--- config.mk ---
export PLATFORM = sky130hd
export DESIGN_NAME = spi_mem_bridge
export DESIGN_NICKNAME = d
export VERILOG_FILES = /design/src/rtl/spi_bridge_pkg.sv /design/src/rtl/spi_in_sync.sv /design/src/rtl/spi_shifter.sv /design/src/rtl/spi_txn_fsm.sv /design/src/rtl/spi_mem_bridge.sv
export SDC_FILE = /design/constraint.sdc
export NUM_CORES = 1
export LEC_CHECK = 0
export ABC_AREA = 1
export BUFFER_PORTS_ARGS = -buffer_cell sky130_fd_sc_hd__buf_2
export CAP_MARGIN = 10
export CORE_UTILIZATION = 56
export DETAILED_ROUTE_END_ITERATION = 6
export PLACE_DENSITY = 0.85
export SYNTH_ARGS = -nofsm -noshare
export SYNTH_HDL_FRONTEND = slang
export SYNTH_SLANG_ARGS = --single-unit
--- constraint.sdc ---
create_clock -name clk_i -period 2.3 [get_ports clk_i]
set_input_delay 0.345 -clock clk_i [delete_from_list [all_inputs] [get_ports clk_i]]
set_output_delay 0.345 -clock clk_i [all_outputs]
set_load 0.1 [all_outputs]
--- src/rtl/spi_bridge_pkg.sv ---
package spi_bridge_pkg;
  typedef enum logic [1:0] {
    PFX_READ  = 2'b00,
    PFX_CMD   = 2'b01,
    PFX_WRITE = 2'b10,
    PFX_BAD   = 2'b11
  } pfx_e;
endpackage

--- src/rtl/spi_in_sync.sv ---
module spi_in_sync #(
  parameter int unsigned STAGES = 2,
  parameter int unsigned W      = 3,
  parameter logic [W-1:0] RST_VAL = '0
) (
  input  logic         clk_i,
  input  logic         rst_ni,
  input  logic [W-1:0] d_i,
  output logic [W-1:0] q_o
);
  logic [W-1:0] stg_q [STAGES];

  for (genvar s = 0; s < STAGES; s++) begin : g_stg
    always_ff @(posedge clk_i or negedge rst_ni) begin
      if (!rst_ni) stg_q[s] <= RST_VAL;
      else if (s == 0) stg_q[s] <= d_i;
      else stg_q[s] <= stg_q[(s == 0) ? 0 : s-1];
    end
  end

  assign q_o = stg_q[STAGES-1];
endmodule

--- src/rtl/spi_shifter.sv ---
module spi_shifter #(
  parameter int unsigned BYTE_W = 8
) (
  input  logic              clk_i,
  input  logic              rst_ni,
  input  logic              active_i,
  input  logic              sclk_rise_i,
  input  logic              mosi_i,
  input  logic              tx_load_i,
  input  logic [BYTE_W-1:0] tx_byte_i,
  output logic              byte_done_o,
  output logic [BYTE_W-1:0] byte_o,
  output logic              mid_o,
  output logic              miso_o
);
  localparam int unsigned CNT_W = $clog2(BYTE_W);
  localparam logic [CNT_W-1:0] LAST = CNT_W'(BYTE_W-1);
  localparam logic [CNT_W-1:0] HALF = CNT_W'(BYTE_W/2-1);

  logic [CNT_W-1:0]  bit_cnt_q;
  logic [BYTE_W-2:0] sh_q;
  logic [BYTE_W-1:0] tx_q;
  logic              take;

  assign take = active_i & sclk_rise_i;

  always_ff @(posedge clk_i or negedge rst_ni) begin
    if (!rst_ni) begin
      bit_cnt_q   <= '0;
      sh_q        <= '0;
      byte_done_o <= 1'b0;
      byte_o      <= '0;
      mid_o       <= 1'b0;
    end else begin
      byte_done_o <= take && (bit_cnt_q == LAST);
      mid_o       <= take && (bit_cnt_q == HALF);
      if (!active_i) begin
        bit_cnt_q <= '0;
      end else if (sclk_rise_i) begin
        sh_q      <= {sh_q[BYTE_W-3:0], mosi_i};
        bit_cnt_q <= bit_cnt_q + 1'b1;
        if (bit_cnt_q == LAST) byte_o <= {sh_q, mosi_i};
      end
    end
  end

  // outgoing byte, replaced at each byte boundary
  always_ff @(posedge clk_i or negedge rst_ni) begin
    if (!rst_ni) tx_q <= '0;
    else if (!active_i) tx_q <= '0;
    else if (tx_load_i) tx_q <= tx_byte_i;
  end

  assign miso_o = active_i & tx_q[LAST - bit_cnt_q];
endmodule

--- src/rtl/spi_txn_fsm.sv ---
module spi_txn_fsm
  import spi_bridge_pkg::*;
#(
  parameter int unsigned ADDR_W = 22,
  parameter int unsigned BYTE_W = 8
) (
  input  logic              clk_i,
  input  logic              rst_ni,
  input  logic              active_i,
  input  logic              byte_done_i,
  input  logic [BYTE_W-1:0] byte_i,
  input  logic              mid_i,
  input  logic [BYTE_W-1:0] rd_data_i,
  output logic [ADDR_W-1:0] addr_o,
  output logic [BYTE_W-1:0] wdata_o,
  output logic              wr_o,
  output logic              rd_req_o,
  output logic [BYTE_W-3:0] cmd_code_o,
  output logic              cmd_valid_o,
  output logic              wake_o,
  output logic              tx_load_o,
  output logic [BYTE_W-1:0] tx_byte_o
);
  localparam int unsigned HI_W = ADDR_W - 2*BYTE_W;
  localparam logic [2:0] IDX_A1   = 3'd1;
  localparam logic [2:0] IDX_A2   = 3'd2;
  localparam logic [2:0] IDX_DATA = 3'd3;
  localparam logic [2:0] IDX_MAX  = 3'd4;

  logic [2:0]        idx_q;
  pfx_e              pfx_q;
  logic [ADDR_W-1:0] addr_q;
  logic              rd_pend_q;
  logic [BYTE_W-1:0] next_q;
  logic              in_data;

  assign in_data = (idx_q >= IDX_DATA);

  always_ff @(posedge clk_i or negedge rst_ni) begin
    if (!rst_ni) begin
      idx_q       <= '0;
      pfx_q       <= PFX_BAD;
      addr_q      <= '0;
      addr_o      <= '0;
      wdata_o     <= '0;
      wr_o        <= 1'b0;
      rd_req_o    <= 1'b0;
      cmd_code_o  <= '0;
      cmd_valid_o <= 1'b0;
      wake_o      <= 1'b0;
      rd_pend_q   <= 1'b0;
      next_q      <= '0;
    end else begin
      wr_o        <= 1'b0;
      rd_req_o    <= 1'b0;
      cmd_valid_o <= 1'b0;
      wake_o      <= 1'b0;
      rd_pend_q   <= rd_req_o;
      if (rd_pend_q) next_q <= rd_data_i;
      if (!active_i) begin
        idx_q <= '0;
      end else if (byte_done_i) begin
        if (idx_q != IDX_MAX) idx_q <= idx_q + 1'b1;
        if (idx_q == '0) begin
          pfx_q <= pfx_e'(byte_i[BYTE_W-1 -: 2]);
          addr_q[ADDR_W-1:2*BYTE_W] <= byte_i[HI_W-1:0];
          if (pfx_e'(byte_i[BYTE_W-1 -: 2]) == PFX_CMD) cmd_code_o <= byte_i[BYTE_W-3:0];
        end else if (idx_q == IDX_A1) begin
          addr_q[2*BYTE_W-1:BYTE_W] <= byte_i;
        end else if (idx_q == IDX_A2) begin
          addr_q[BYTE_W-1:0] <= byte_i;
          if (pfx_q == PFX_READ && {addr_q[ADDR_W-1:BYTE_W], byte_i} == '0) wake_o <= 1'b1;
          if (pfx_q == PFX_CMD) cmd_valid_o <= 1'b1;
        end else if (pfx_q == PFX_WRITE) begin
          wr_o    <= 1'b1;
          wdata_o <= byte_i;
          addr_o  <= addr_q;
          addr_q  <= addr_q + 1'b1;
        end
      end else if (mid_i && in_data && pfx_q == PFX_READ) begin
        // fetch the byte that goes out after this one
        rd_req_o <= 1'b1;
        addr_o   <= addr_q;
        addr_q   <= addr_q + 1'b1;
      end
    end
  end

  assign tx_load_o = byte_done_i;
  assign tx_byte_o = (in_data && pfx_q == PFX_READ) ? next_q : '0;
endmodule

--- src/rtl/spi_mem_bridge.sv ---
module spi_mem_bridge #(
  parameter int unsigned ADDR_W      = 22,
  parameter int unsigned BYTE_W      = 8,
  parameter int unsigned SYNC_STAGES = 2
) (
  input  logic              clk_i,
  input  logic              rst_ni,
  input  logic              sclk_i,
  input  logic              cs_ni,
  input  logic              mosi_i,
  output logic              miso_o,
  output logic [ADDR_W-1:0] addr_o,
  output logic [BYTE_W-1:0] wdata_o,
  output logic              wr_o,
  output logic              rd_req_o,
  input  logic [BYTE_W-1:0] rd_data_i,
  output logic [BYTE_W-3:0] cmd_code_o,
  output logic              cmd_valid_o,
  output logic              wake_o
);
  logic [2:0]        pins_s;
  logic              sclk_q;
  logic              active;
  logic              sclk_rise;
  logic              byte_done;
  logic [BYTE_W-1:0] byte_rx;
  logic              mid;
  logic              tx_load;
  logic [BYTE_W-1:0] tx_byte;

  // {cs_n, sclk, mosi}
  spi_in_sync #(.STAGES(SYNC_STAGES), .W(3), .RST_VAL(3'b100)) i_sync (
    .clk_i (clk_i),
    .rst_ni(rst_ni),
    .d_i   ({cs_ni, sclk_i, mosi_i}),
    .q_o   (pins_s)
  );

  always_ff @(posedge clk_i or negedge rst_ni) begin
    if (!rst_ni) sclk_q <= 1'b0;
    else sclk_q <= pins_s[1];
  end

  assign active    = ~pins_s[2];
  assign sclk_rise = pins_s[1] & ~sclk_q;

  spi_shifter #(.BYTE_W(BYTE_W)) i_shift (
    .clk_i      (clk_i),
    .rst_ni     (rst_ni),
    .active_i   (active),
    .sclk_rise_i(sclk_rise),
    .mosi_i     (pins_s[0]),
    .tx_load_i  (tx_load),
    .tx_byte_i  (tx_byte),
    .byte_done_o(byte_done),
    .byte_o     (byte_rx),
    .mid_o      (mid),
    .miso_o     (miso_o)
  );

  spi_txn_fsm #(.ADDR_W(ADDR_W), .BYTE_W(BYTE_W)) i_fsm (
    .clk_i      (clk_i),
    .rst_ni     (rst_ni),
    .active_i   (active),
    .byte_done_i(byte_done),
    .byte_i     (byte_rx),
    .mid_i      (mid),
    .rd_data_i  (rd_data_i),
    .addr_o     (addr_o),
    .wdata_o    (wdata_o),
    .wr_o       (wr_o),
    .rd_req_o   (rd_req_o),
    .cmd_code_o (cmd_code_o),
    .cmd_valid_o(cmd_valid_o),
    .wake_o     (wake_o),
    .tx_load_o  (tx_load),
    .tx_byte_o  (tx_byte)
  );
endmodule

Yosys cells after proc, flatten, opt, wreduce, memory -nomap -nowiden
Cells that the tools add are included.
{"block": "op_classes", "add_sub_neg": 4, "reduce_logical": 23, "order_cmp": 2, "n_shift": 0, "mux": 47, "n_eq_ne": 18, "bitwise_logic": 8, "div": 0, "multipliers": 0}
{"op": "two-way mux 22 bit", "n": 9}
{"op": "two-way mux 8 bit", "n": 6}
{"op": "adder 22 x 1 -> 22 bit (second input constant)", "n": 1}
{"op": "zero test 22 bit", "n": 1}
{"op": "two-way mux 1 bit", "n": 22}
{"op": "!= test 3 bit (second input constant)", "n": 7}
{"op": "two-way mux 16 bit", "n": 1}
{"op": "two-way mux 3 bit", "n": 5}
{"op": "AND reduction 5 bit", "n": 3}
{"op": "two-way mux 14 bit", "n": 1}
{"op": "two-way mux 6 bit", "n": 2}
{"op": "AND reduction 6 bit", "n": 2}
{"op": "!= test 2 bit (second input constant)", "n": 4}
{"op": "nonzero test 2 bit", "n": 4}
{"op": "adder 3 x 1 -> 3 bit (second input constant)", "n": 2}
{"op": "equality test 3 x 2 -> 1 bit (second input constant)", "n": 2}
{"op": "logical AND 1 bit", "n": 6}
{"op": "AND reduction 3 bit", "n": 2}
{"op": "inverter 1 bit", "n": 5}
{"op": "equality test 2 x 1 -> 1 bit (second input constant)", "n": 2}
{"op": "< comparator 3 x 4 -> 1 bit (second input constant)", "n": 1}
{"op": "AND reduction 2 bit", "n": 2}
{"op": "AND reduction 4 bit", "n": 1}
{"op": "AND 1 bit", "n": 3}
{"op": "8 further kinds", "n": 8}
{"block": "totals", "mem_count": 0, "word_cells": 125, "out_inout_bits": 41, "reg_bits": 111, "mem_bits_rw": 0, "rom_bits": 0, "latch_bits": 0}

Depth between registers and ports, before layout
{"block": "logic_depth", "ltp_word": 8, "depth_mapped": 12, "ltp_nobuf": 11}

By module
From an unflattened synthesis, not the netlist that was laid out.
{"block": "unflattened", "hier_cells": 681, "hier_area_um2": 5620.4}
{"module": "spi_txn_fsm", "cells_each": 534, "area_each_um2": 4152.7, "instances": 1}
{"module": "spi_shifter", "cells_each": 134, "area_each_um2": 1253.7, "instances": 1}
{"module": "spi_in_sync", "cells_each": 9, "area_each_um2": 175.2, "instances": 1}
{"module": "spi_mem_bridge", "cells_each": 4, "area_each_um2": 38.8, "instances": 1}

Worst setup path before layout
OpenSTA, ideal clock, no wires.
{"block": "synth_timing", "kind": "reg-to-output", "from": "reg i_shift.bit_cnt_q[0]", "to": "out miso_o", "t_arrival_ns": 2.349, "path_stages_with_launch": 7, "slack_ns": -0.394, "n_path_buf": 0, "path_cell_list": "dfrtp_1 -> inv_1 -> a21oi_1 -> o21ai_0 -> nand3_1 -> nand2_1 -> a31oi_1"}
{"block": "synth_between", "elab_chain_len": 4}
{"element": "start, declared", "line": "spi_shifter.sv:20", "rtl": "logic [CNT_W-1:0] bit_cnt_q;"}
{"element": "start signal, assigned", "line": "spi_shifter.sv:41", "rtl": "bit_cnt_q <= bit_cnt_q + 1'b1;"}
{"element": "subtractor 3 bit", "line": "spi_shifter.sv:54", "rtl": "assign miso_o = active_i & tx_q[LAST - bit_cnt_q];"}
{"element": "binary-select mux 1 bit (select 3 bit)", "line": "spi_shifter.sv:54"}
{"element": "two-way mux 1 bit (implied by the code)", "line": "spi_shifter.sv:54"}
{"element": "AND 1 bit", "line": "spi_shifter.sv:54"}
{"element": "end, declared", "line": "spi_mem_bridge.sv:11", "rtl": "output logic miso_o,"}
Every way passes these cells. The select of a mux whose other input is x is not followed.

Final worst setup path
Ends and elaborated chain as after synthesis.

==> flow_metrics.env <==
export IMPL_cts_tree="done"
export IMPL_yosys_area_top_type="dfrtp_1"
export IMPL_timing_critical_path_arrival_ns=1.78
export IMPL_cp_end_kind="output port"
export IMPL_syn_inst=643
export IMPL_area_growth_pct=11.1
export IMPL_synth_cell_area_mm2=0.00539
export IMPL_clk_latency_ns=0.38
export IMPL_syn_avg_cell_area_um2=8.38
export IMPL_leakage_uw=0.00286
export IMPL_clk_pin_slew_worst_paths_ns=0.09
export IMPL_dp_cells=816
export IMPL_rsz0062_at_grt="false"
export IMPL_drtIter0Drc=326
export IMPL_core_region_area_mm2=0.00928
export IMPL_via_per_inst=5.43
export IMPL_hold_depth=1
export IMPL_worst_slew_pin_slew_ns=0.504
export IMPL_root_buffer="clkbuf_8"
export IMPL_required_ns=1.96
export IMPL_fin_setup_tns_ns=0
export IMPL_hold_violations=0
export IMPL_yosysWarnings=0
export IMPL_hold_end="i_sync.stg_q[5]$_DFF_PN1_"
export IMPL_skew_ns=0.0155
export IMPL_grt_pass1_wl_um=20700
export IMPL_maxCapViolations=0
export IMPL_ys_ff_latch=111
export IMPL_most_common_layout_cells="nand2_1, dfrtp_1, inv_1, nor2_1, o21ai_0"
export IMPL_cts_buffers=9
export IMPL_crit_type="flop to output port"
export IMPL_r2r_start="i_fsm.idx_q[0]$_DFFE_PN0P_"
export IMPL_num_rows=35
export IMPL_yosysSeqAreaShare_pct=51.6
export IMPL_critPathLaunchType="flop"
export IMPL_diodes=0
export IMPL_ant_nets=0
export IMPL_wl_um=12100
export IMPL_r2r_end="i_fsm.addr_o[8]$_DFFE_PN0P_"
export IMPL_ios=54
export IMPL_grt_overflow_total=0
export IMPL_hold_start="cs_ni"
export IMPL_grt_pass1_vias=4404
export IMPL_fin_crit_ns=2.13
export IMPL_dp_final_hpwl_um=8960
export IMPL_max_freq_mhz=470
export IMPL_htreeDepth=3
export IMPL_r2r_cells=10
export IMPL_powerDensity_mw_per_mm2=557
export IMPL_num_vias=4526
export IMPL_finalSetupViolCount=0
export IMPL_synthesis_nets=665
export IMPL_yosysTopAreaCellShare_pct=49.7
export IMPL_drc=0
export IMPL_drtPass1Iterations=6
export IMPL_wl_per_cell_um=14.5
export IMPL_slew_violations=0
export IMPL_outcome="complete, no violations"
export IMPL_r2r_setup_slack_ns=0.25
export IMPL_gr_usage_all_layers_pct=26.6
export IMPL_fin_nets=721
export IMPL_netlist_top_cells_area="dfrtp_1, nand2_1, inv_1"
export IMPL_final_common_cell="nand2_1"
export IMPL_slew_headroom_pct=66.4
export IMPL_die_area_mm2=0.0100
export IMPL_finalCritPeriodShare_pct=92.5
export IMPL_gp_congestion=0.959
export IMPL_grt_max_degree=50
export IMPL_fp_dieW_um=100
export IMPL_cts_sinks=111
export IMPL_cts_max_path_buffers=2
export IMPL_ir_drop_mv=0.318
export IMPL_port_buffers=53
export IMPL_die_y_um=100
export IMPL_start_util_pct=58.0
export IMPL_crit_path_max_fanout=7
export IMPL_antenna_found_initial=0
export IMPL_worstHoldPathType="primary input to flop"
export IMPL_yosysUniqueCellTypes=35
export IMPL_drive_above_1_share_pct=17.8
export IMPL_cts_setup_buffers=0
export IMPL_final_cells=833
-- synth_stat cells (all sizes together) --
cell type  instances
nand2            202
dfrtp            107
o21ai             86
inv               76
nor2              63
nand3             50
buf               11
ha                 9
a21oi              7
nor4               6
dfstp              4
o31ai              4
o32ai              4
clkbuf             3
nand4              3
a31oi              2
nor3               2
o22ai              2
o211ai             1
xor2               1
-- where the power goes --
group          switching (uW)  internal, uW
clock network             686           524
logic                    80.6          34.0
registers                20.3          1990
-- stage by stage --
step / hold slack, ns / worst slack (ns) / util [%] / instance area, um2 / total power [uW]
floorplan: 0.0494 / 0.171 / - / 5390 / 2090
global placement: 0.297 / 0.400 / 62.1 / 5760 / 2150
detailed placement: 0.307 / 0.281 / 62.1 / 5760 / 2160
CTS: 0.0618 / 0.00252 / 64.4 / 5980 / 3350
global route: 0.0542 / 0.0133 / 64.4 / 5980 / 3440
finish: 0.0697 / 0.172 / 64.4 / 5980 / 3330
-- worst max-delay path, cell delays in order, from the launching register on --
cell,delay [ns]
dfrtp_1,0.47
inv_1,0.13
a21oi_1,0.13
o21ai_0,0.09
nand3_1,0.08
nand2_1,0.07
a31oi_2,0.19
buf_6,0.25
-- state kept, by name, summed over array words and instances, names as in the netlist, 2 cells and up --
signal,flops
i_fsm.addr_o,22
i_fsm.addr_q,22
i_fsm.cmd_code_o,6
i_fsm.idx_q,3
i_fsm.next_q,8
i_fsm.pfx_q,2
i_fsm.wdata_o,8
i_shift.bit_cnt_q,3
i_shift.byte_o,8
i_shift.sh_q,7
i_shift.tx_q,8
i_sync.q_o,3
i_sync.stg_q,3
-- cells by family (layout without fill, tap and decap cells) --
group	after synthesis	count (layout)	synth area share [%]
AND/OR/NAND/NOR	326	326	26.5
flip-flops	111	111	51.6
AO/OA/AOI/OAI	106	106	12.3
buffers and inverters	90	151	7.39
adder cells (fa/ha/maj)	9	9	2.09
XOR/XNOR	1	1	0.163
-- metal layers --
metal | vias to the layer above | GRT usage (%) | part of all wire (%)
met5 | - | 0 | 0
li1 | 2180 | - | -
met2 | 196 | 44.5 | 49
met1 | 2120 | 34.5 | 42
met3 | 30 | 4.32 | 6.6
met4 | 0 | 11.3 | 2.3
-- area by class of cell --
class                      count  area, um2
clock buffer                  10        128
clock inverter                 6       76.3
fill                         820       3300
inverter                      76        288
multi-input combinational    442       2210
sequential                   111       2780
tap                          129        161
timing repair buffer          59        334
-- worst max path at each step --
stage                                                start                            to  slack (ns)
final                     i_shift.bit_cnt_q[0]$_DFFE_PN0P_                        miso_o        0.17
after global routing            i_fsm.idx_q[0]$_DFFE_PN0P_   i_fsm.addr_o[8]$_DFFE_PN0P_        0.01
after CTS                 i_shift.bit_cnt_q[0]$_DFFE_PN0P_                        miso_o       0.003
after detailed placement        i_fsm.idx_q[0]$_DFFE_PN0P_   i_fsm.addr_o[8]$_DFFE_PN0P_        0.28
after global placement          i_fsm.idx_q[0]$_DFFE_PN0P_  i_fsm.addr_o[18]$_DFFE_PN0P_        0.40
after floorplan           i_shift.bit_cnt_q[0]$_DFFE_PN0P_                        miso_o        0.17
-- timing repair --
item | in CTS | in global routing
endpoints found under the setup margin | 0 | 1
hold buffers | 1 | 0
gates resized for setup | 0 | 3
endpoints found under the hold margin | 29 | 0
(Power assumes the default switching activity.)
